<file path="src/rtl/busy_owner_pkg.sv">
package busy_owner_pkg;

  typedef enum logic [1:0] {
    ST_IDLE = 2'd0,
    ST_WAIT = 2'd1,
    ST_OWN  = 2'd2,
    ST_REL  = 2'd3
  } own_state_t;

  // Bus counts as free when granted and neither shared line is active.
  function automatic logic bus_is_free(input logic grant, input logic start, input logic busy);
    return grant & ~start & ~busy;
  endfunction

  // A started cycle is still open unless its completion arrives now.
  function automatic logic cycle_open(input logic active, input logic done);
    return active & ~done;
  endfunction

endpackage

</file>
<file path="src/rtl/bown_sense.sv">
module bown_sense
  import busy_owner_pkg::*;
(
  input  logic bus_ce,
  input  logic mode_on,
  input  logic grant_i,
  input  logic start_i,
  input  logic busy_i,
  output logic tick_o,
  output logic take_ok_o,
  output logic grant_hold_o,
  output logic grant_drop_o
);

  // Bus lines only matter on bus-clock edges and only in busy-line mode.
  assign tick_o       = bus_ce & mode_on;
  assign take_ok_o    = tick_o & bus_is_free(grant_i, start_i, busy_i);
  assign grant_hold_o = tick_o & grant_i;
  assign grant_drop_o = tick_o & ~grant_i;

endmodule

</file>
<file path="src/rtl/bown_fsm.sv">
module bown_fsm
  import busy_owner_pkg::*;
(
  input  logic       clk,
  input  logic       rst_n,
  input  logic       mode_on,
  input  logic       tick,
  input  logic       take_ok,
  input  logic       grant_hold,
  input  logic       grant_drop,
  input  logic       req_i,
  input  logic       done_i,
  output own_state_t st_q,
  output own_state_t st_d,
  output logic       launch_q,
  output logic       in_flight
);

  logic cyc_q, cyc_d, launch_d;

  assign in_flight = cycle_open(cyc_q, done_i);

  always_comb begin
    st_d     = st_q;
    launch_d = 1'b0;
    unique case (st_q)
      ST_IDLE: begin
        if (tick && req_i) begin
          if (take_ok) begin
            st_d     = ST_OWN;
            launch_d = 1'b1;
          end else begin
            st_d = ST_WAIT;
          end
        end
      end
      ST_WAIT: begin
        if (tick) begin
          if (!req_i) begin
            st_d = ST_IDLE;
          end else if (take_ok) begin
            st_d     = ST_OWN;
            launch_d = 1'b1;
          end
        end
      end
      ST_OWN: begin
        if (tick && !in_flight) begin
          if (grant_hold && req_i) launch_d = 1'b1;
          else if (grant_drop)     st_d     = ST_REL;
        end
      end
      ST_REL:  st_d = ST_IDLE;
      default: st_d = ST_IDLE;
    endcase
    if (!mode_on) begin
      st_d     = ST_IDLE;
      launch_d = 1'b0;
    end
  end

  always_comb begin
    if (!mode_on)     cyc_d = 1'b0;
    else if (launch_d) cyc_d = 1'b1;
    else if (done_i)   cyc_d = 1'b0;
    else               cyc_d = cyc_q;
  end

  always_ff @(posedge clk or negedge rst_n) begin
    if (!rst_n) begin
      st_q     <= ST_IDLE;
      launch_q <= 1'b0;
      cyc_q    <= 1'b0;
    end else begin
      st_q     <= st_d;
      launch_q <= launch_d;
      cyc_q    <= cyc_d;
    end
  end

  assert_rel_one_clk_R5: assert property (@(posedge clk) disable iff (!rst_n)
    (st_q == ST_REL) |=> (st_q == ST_IDLE));

  assert_launch_only_owned_R3: assert property (@(posedge clk) disable iff (!rst_n)
    launch_q |-> (st_q == ST_OWN));

endmodule

</file>
<file path="src/rtl/bown_drive.sv">
module bown_drive
  import busy_owner_pkg::*;
(
  input  logic       clk,
  input  logic       rst_n,
  input  own_state_t st_d,
  output logic       busy_oe,
  output logic       busy_o
);

  // Registered straight from next state so the pad never sees decode glitches.
  always_ff @(posedge clk or negedge rst_n) begin
    if (!rst_n) begin
      busy_oe <= 1'b0;
      busy_o  <= 1'b0;
    end else begin
      busy_oe <= (st_d == ST_OWN) || (st_d == ST_REL);
      busy_o  <= (st_d == ST_OWN);
    end
  end

endmodule

</file>
<file path="src/rtl/busy_owner_ctl.sv">
module busy_owner_ctl
  import busy_owner_pkg::*;
(
  input  logic clk,
  input  logic rst_n,
  input  logic bus_ce,
  input  logic mode_busy,
  input  logic grant_i,
  input  logic start_i,
  input  logic busy_i,
  input  logic req_i,
  input  logic done_i,
  output logic start_cyc_o,
  output logic busy_o,
  output logic busy_oe
);

  logic       tick_w, take_ok_w, grant_hold_w, grant_drop_w;
  logic       launch_w, in_flight_w, waiting_w;
  own_state_t st_q_w, st_d_w;

  bown_sense u_sense (
    .bus_ce      (bus_ce),
    .mode_on     (mode_busy),
    .grant_i     (grant_i),
    .start_i     (start_i),
    .busy_i      (busy_i),
    .tick_o      (tick_w),
    .take_ok_o   (take_ok_w),
    .grant_hold_o(grant_hold_w),
    .grant_drop_o(grant_drop_w)
  );

  bown_fsm u_fsm (
    .clk       (clk),
    .rst_n     (rst_n),
    .mode_on   (mode_busy),
    .tick      (tick_w),
    .take_ok   (take_ok_w),
    .grant_hold(grant_hold_w),
    .grant_drop(grant_drop_w),
    .req_i     (req_i),
    .done_i    (done_i),
    .st_q      (st_q_w),
    .st_d      (st_d_w),
    .launch_q  (launch_w),
    .in_flight (in_flight_w)
  );

  bown_drive u_drive (
    .clk    (clk),
    .rst_n  (rst_n),
    .st_d   (st_d_w),
    .busy_oe(busy_oe),
    .busy_o (busy_o)
  );

  assign start_cyc_o = launch_w;
  assign waiting_w   = (st_q_w == ST_WAIT);

  assert_take_needs_free_R2: assert property (@(posedge clk) disable iff (!rst_n)
    ($rose(busy_oe) && busy_o) |-> $past(bus_ce && mode_busy && grant_i && !start_i && !busy_i));

  assert_start_with_busy_R3: assert property (@(posedge clk) disable iff (!rst_n)
    start_cyc_o |-> (busy_oe && busy_o));

  assert_hold_until_done_R4: assert property (@(posedge clk) disable iff (!rst_n)
    ($fell(busy_o) && busy_oe) |-> $past(bus_ce && !grant_i && !in_flight_w));

  assert_negate_one_clk_R5: assert property (@(posedge clk) disable iff (!rst_n)
    (busy_oe && !busy_o) |=> !busy_oe);

  assert_relaunch_granted_R7: assert property (@(posedge clk) disable iff (!rst_n)
    start_cyc_o |-> $past(grant_i && bus_ce));

  assert_mode_off_quiet_R8: assert property (@(posedge clk) disable iff (!rst_n)
    (!mode_busy && $past(!mode_busy)) |-> (!busy_oe && !start_cyc_o));

  assert_wait_no_drive_R9: assert property (@(posedge clk) disable iff (!rst_n)
    waiting_w |-> !busy_oe);

endmodule

</file>
<file path="config.mk">
export PLATFORM = sky130hd
export DESIGN_NAME = busy_owner_ctl
export DESIGN_NICKNAME = d
export VERILOG_FILES = /design/src/rtl/busy_owner_pkg.sv /design/src/rtl/bown_sense.sv /design/src/rtl/bown_fsm.sv /design/src/rtl/bown_drive.sv /design/src/rtl/busy_owner_ctl.sv
export SDC_FILE = /design/constraint.sdc
export NUM_CORES = 1
export LEC_CHECK = 0
export CELL_PAD_IN_SITES_DETAIL_PLACEMENT = 1
export CELL_PAD_IN_SITES_GLOBAL_PLACEMENT = 1
export CORE_AREA = 2 2 39 41
export CTS_CLUSTER_DIAMETER = 50
export CTS_CLUSTER_SIZE = 25
export DETAILED_ROUTE_END_ITERATION = 6
export DIE_AREA = 0 0 41 43
export GPL_TIMING_DRIVEN = 0
export PLACE_DENSITY = 0.6
export SETUP_SLACK_MARGIN = 0.05
export SYNTH_ARGS = -nofsm -noshare
export SYNTH_HDL_FRONTEND = slang
export SYNTH_SLANG_ARGS = --single-unit
</file>
<file path="constraint.sdc">
create_clock -name clk -period 1.7 [get_ports clk]
set_clock_uncertainty 0.2 [all_clocks]
set_input_delay 0.425 -clock clk [delete_from_list [all_inputs] [get_ports clk]]
set_output_delay 0.425 -clock clk [all_outputs]
set_load 0.02 [all_outputs]
</file>
# --- Word-level counts from Yosys, hierarchy flattened ---
# Index checks and enable logic that the tools add are counted.
totals:
  wordCells: 49
  out_inout_bits: 3
  register_bits: 6
  in_bits: 9
classes:
  eq_ne: 6
  n_reduce_logical: 6
  bitwise: 11
  mux: 21
ops:
  columns: ["operator", "n"]
  rows:
  - ["$mux 2", 9]
  - ["$mux 1", 10]
  - ["$eq 2x2->1 const B", 4]
  - ["$pmux 2 s4", 1]
  - ["$and 1x1->1", 7]
  - ["$not 1->1", 4]
  - ["$logic_and 1x1->1", 3]
  - ["$ne 3x1->1 const B", 1]
  - ["$pmux 1 s3", 1]
  - ["$eq 2x1->1 const B", 1]
  - ["$logic_not 2->1", 1]
  - ["$logic_not 1->1", 1]
  - ["$logic_or 1x1->1", 1]

# --- Depth between registers and ports, before layout ---
depth:
  word_depth: 11
  ltp_mapped: 4
  mapped_depth_nobuf: 4

# --- Modules after synthesis ---
# From an unflattened synthesis, not the netlist that was laid out.
unflattened:
  cells_unflattened: 28
  hier_area_um2: 319.1
modules_own_cells:
  columns: ["mod", "seq_area_each_um2", "cells_per_inst", "n_inst", "area_per_inst_um2"]
  rows:
  - ["bown_fsm", 100.1, 20, 1, 215.2]
  - ["bown_drive", 50.0, 4, 1, 67.6]
  - ["bown_sense", 0.0, 4, 1, 36.3]

# --- Worst setup path before layout ---
# No wires, ideal clock.
synth_timing:
  kind: "input -> register"
  startpoint: "input start_i"
  endpoint: "register u_drive.busy_o"
  arrival_ps: 1360
  n_path_buf: 0
  cell_stages: 4
  setup_time_ps: 65
  required_ps: 1435
  path_slack_ps: 75
  path_cell_list: "or3b_1 nor2b_1 o31ai_1 o21a_1"
synth_via:
  elab_chain_len: 10
  elab_cells_between_ends: 12
  classes_between: "1 x eq/ne; 7 x mux; 4 x bitwise"
synth_lines:
  columns: ["item", "line_no", "text"]
  rows:
  - ["start, declared", "busy_owner_ctl.sv:9", "input logic start_i,"]
  - ["$not 1->1 *", "busy_owner_pkg.sv:12", "return grant & ~start & ~busy;"]
  - ["$and 1x1->1 * (2 in a row)", "busy_owner_pkg.sv:12", null]
  - ["$and 1x1->1 *", "bown_sense.sv:17", "assign take_ok_o = tick_o & bus_is_free(grant_i, start_i, busy_i);"]
  - ["$mux 2", "bown_fsm.sv:41", "end else if (take_ok) begin"]
  - ["$mux 2", "bown_fsm.sv:39", "if (!req_i) begin"]
  - ["$mux 2", "bown_fsm.sv:38", "if (tick) begin"]
  - ["$pmux 2 s4 *", "bown_fsm.sv:26", "unique case (st_q)"]
  - ["$mux 2 *", "bown_fsm.sv:56", "if (!mode_on) begin"]
  - ["$eq 2x2->1 *", "bown_drive.sv:18", "busy_o <= (st_d == ST_OWN);"]
  - ["end signal, assigned", "bown_drive.sv:18", null]
  - ["end, declared", "bown_drive.sv:8", "output logic busy_o"]
# Every way passes the cells marked *; elsewhere a longest branch is shown, timed or not.
# A chain may end at the register's enable or synchronous reset.

# --- Worst setup path after layout ---
layout_timing:
  startpoint: "input busy_i"
  endpoint: "register u_drive.busy_o"
layout_via:
  elab_chain_len: 9
  elab_cells_between_ends: 11
  classes_between: "1 x eq/ne; 7 x mux; 3 x bitwise"
layout_lines:
  columns: ["item", "line_no", "text"]
  rows:
  - ["start, declared", "busy_owner_ctl.sv:10", "input logic busy_i,"]
  - ["$not 1->1 *", "busy_owner_pkg.sv:12", null]
  - ["$and 1x1->1 *", "busy_owner_pkg.sv:12", null]
  - ["$and 1x1->1 *", "bown_sense.sv:17", null]
  - ["$mux 2", "bown_fsm.sv:41", null]
  - ["$mux 2", "bown_fsm.sv:39", null]
  - ["$mux 2", "bown_fsm.sv:38", null]
  - ["$pmux 2 s4 *", "bown_fsm.sv:26", null]
  - ["$mux 2 *", "bown_fsm.sv:56", null]
  - ["$eq 2x2->1 *", "bown_drive.sv:18", null]
# Marks and branches as above.

==> results.yml <==
status:
  status: "finished, final reports clean"
clock_tree:
  root_buffer: "clkbuf_4"
  clkSinkCount: 6
  htree_num_levels: 1
  cts_setup_buffers: 0
  clk_latency_ns: 0.24
  cts_tree: "yes"
  clk_pin_slew_ns: 0.04
  ctsLongestPathBuffers: 2
  cts_buffers: 3
sta:
  report.final.slew_viol_count: 0
  hold_violations: 0
  worstMarginPinSlew_ns: 0.3030
  setup_ws_ns: 0.09265
  min_period_ns: 1.607
  rsz0062_at_grt: "yes"
  setup_viol: 0
  slew_headroom_pct: 79.77
  post-route-period-util_pct: 94.55
  fmax_mhz: 622.1
  tns_ns: 0
synth:
  postSynthAreaPerCell_um2: 10.57
  yosys_warnings: 0
  yosysSeqAreaShare_pct: 52.63
  synthCells: 27
  synth_cell_types: 16
  syn-num-nets: 36
  syn_area_um2: 285.3
  ys_ff_latch: 6
finish:
  layout-drive-gt1-share_pct: 34.15
  mostFrequentLayoutCells: "6 x dlygate4sd2_1, 5 x dfrtp_1, 3 x clkbuf_4, 3 x clkdlybuf4s50_1"
  antennaDiodeCount: 0
  area_growth_pct: 71.93
  final_common_cell: "dlygate4sd2_1"
  nets: 52
route:
  avgViaCountPerCell: 4.526
  drc: 0
  firstDrtPassIters: 2
  ant_nets: 0
  drtIter0Drc: 1
  routed_wirelength_um: 755
  avgRoutedWirePerCell_um: 13.25
  vias: 258
critical_path:
  r2r_cells: 4
  r2r_start: "u_fsm.st_q[0]$_DFF_PN0_"
  setup.worst_path.end: "u_drive.busy_o$_DFF_PN0_"
  cp.required_ns: 1.68
  crit_start: "busy_i"
  worstReg2RegEnd: "u_fsm.cyc_q$_DFFE_PN0P_"
  worstSetupStartpointType: "primary input"
  worstSetupEndpointType: "register"
  critPathKind: "in -> reg"
  rrSetupSlack_ns: 0.22
  crit_arrival_ns: 1.59
  cp_max_fo: 4
placement:
  hpwl_um: 557.7
  gp_congestion: 0.7618
  dp_slack_ns: -0.5171
  port_buffers: 11
floorplanning:
  die_width_um: 41
  die_height_um: 43
  initial_core_util_pct: 20.61
  dieArea_um2: 1763
  coreArea_um2: 1384
  ios: 12
  row_count: 14
pwr:
  powerDensity_nw_per_um2: 671.9
  power_leakage_uw: 0.0002489
  vdd_drop_max_uv: 189.6
grt:
  antenna_found_initial: 0
  grt_pass1_wl_um: 1193
  grt_max_degree: 8
  groute.usage.overall_pct: 10.60
  grt_pass1_vias: 296
  grt.overflow.total: 0
flow_run:
  maxCapViolCount: 0
hold_path:
  hold_path_class: "in -> async"
==> power breakdown <==
part,internal [uW],switching [uW]
clock,79.7,49.7
sequential,147,4.05
combinational,27.0,22.0
total,254,75.7
==> cell families after synthesis <==
group                  count (synthesis)  share of synthesized area [%]
multiplexers                           1                          3.509
flip-flops                             6                          52.63
buffers and inverters                  2                          2.633
AO/OA/AOI/OAI                          7                          19.30
AND/OR/NAND/NOR                       11                          21.93
==> per-layer routing <==
metal / global-route usage (%) / up-vias / wire, um
met1: 10.46 / 126 / 271
li1: - / 123 / -
met5: 0 / - / 0
met4: 12.00 / 0 / 0
met2: 17.19 / 9 / 440
met3: 0 / 0 / 43
==> synth_stat cells <==
library cell	number	share of area, %
or3b_1	1	3.1
inv_1	2	2.6
mux2i_1	1	3.5
o21a_1	1	2.6
dfrtp_1	6	53
o21ai_0	1	1.8
a32oi_1	1	3.1
nor2b_1	2	4.4
o32a_2	1	3.9
nand2b_1	1	2.2
nand2_1	2	2.6
nor2_1	2	2.6
o31ai_1	2	5.3
and2_2	2	5.3
a21o_1	1	2.6
nand3_1	1	1.8
==> flip-flops by register name (all words and copies together) (netlist names) <==
register / cells
u_fsm.st_q: 2
u_drive.busy_o: 1
u_drive.busy_oe: 1
u_fsm.cyc_q: 1
u_fsm.launch_q: 1
==> repair_timing <==
| item | in CTS | in global routing |
|---|---|---|
| setup endpoints to repair | 9 | 2 |
| pin swaps | 4 | 2 |
| gates cloned | 0 | 0 |
| hold buffers | 0 | 0 |
| gates resized for setup | 12 | 8 |
==> critical path: stages <==
cell and delay [ns]:
dlygate4sd2_1 0.23, or3b_4 0.43, nor2b_4 0.15, o31ai_4 0.22, o21a_1 0.13
==> layout make-up <==
class,count,area (um^2)
Fill cell,160,893.4
Sequential cell,6,151.4
Timing Repair Buffer,11,107.6
Clock buffer,3,22.52
Tap cell,16,20.02
Inverter,2,7.507
Multi-Input combinational cell,19,181.4
==> how the worst min path moves through the flow <==
stage / startpoint / slack, ns / endpoint
2_1_floorplan: rst_n / -0.07 / u_drive.busy_o$_DFF_PN0_
3_3_place_gp: u_fsm.st_q[0]$_DFF_PN0_ / 0.38 / u_fsm.st_q[0]$_DFF_PN0_
3_5_place_dp: u_fsm.st_q[0]$_DFF_PN0_ / 0.39 / u_fsm.st_q[0]$_DFF_PN0_
4_1_cts: rst_n / 0.22 / u_drive.busy_oe$_DFF_PN0_
5_1_grt: rst_n / 0.24 / u_fsm.launch_q$_DFF_PN0_
6_report: rst_n / 0.22 / u_fsm.st_q[0]$_DFF_PN0_
==> per-stage QoR <==
| stage | utilization (%) | std cells | hold WS, ns | power, uW | area (um^2) |
|---|---|---|---|---|---|
| after floorplan | - | 27 | -0.07059 | 165.4 | 285.3 |
| after global placement | 30.02 | 54 | 0.3833 | 193.0 | 415.4 |
| after detailed placement | 30.02 | 54 | 0.3946 | 194.6 | 415.4 |
| after CTS | 33.18 | 57 | 0.2234 | 333.1 | 459.2 |
| after global routing | 35.44 | 57 | 0.2355 | 346.2 | 490.5 |
| final | 35.44 | 57 | 0.2230 | 329.5 | 490.5 |
Note: power is estimated with default switching activity, not from simulation.
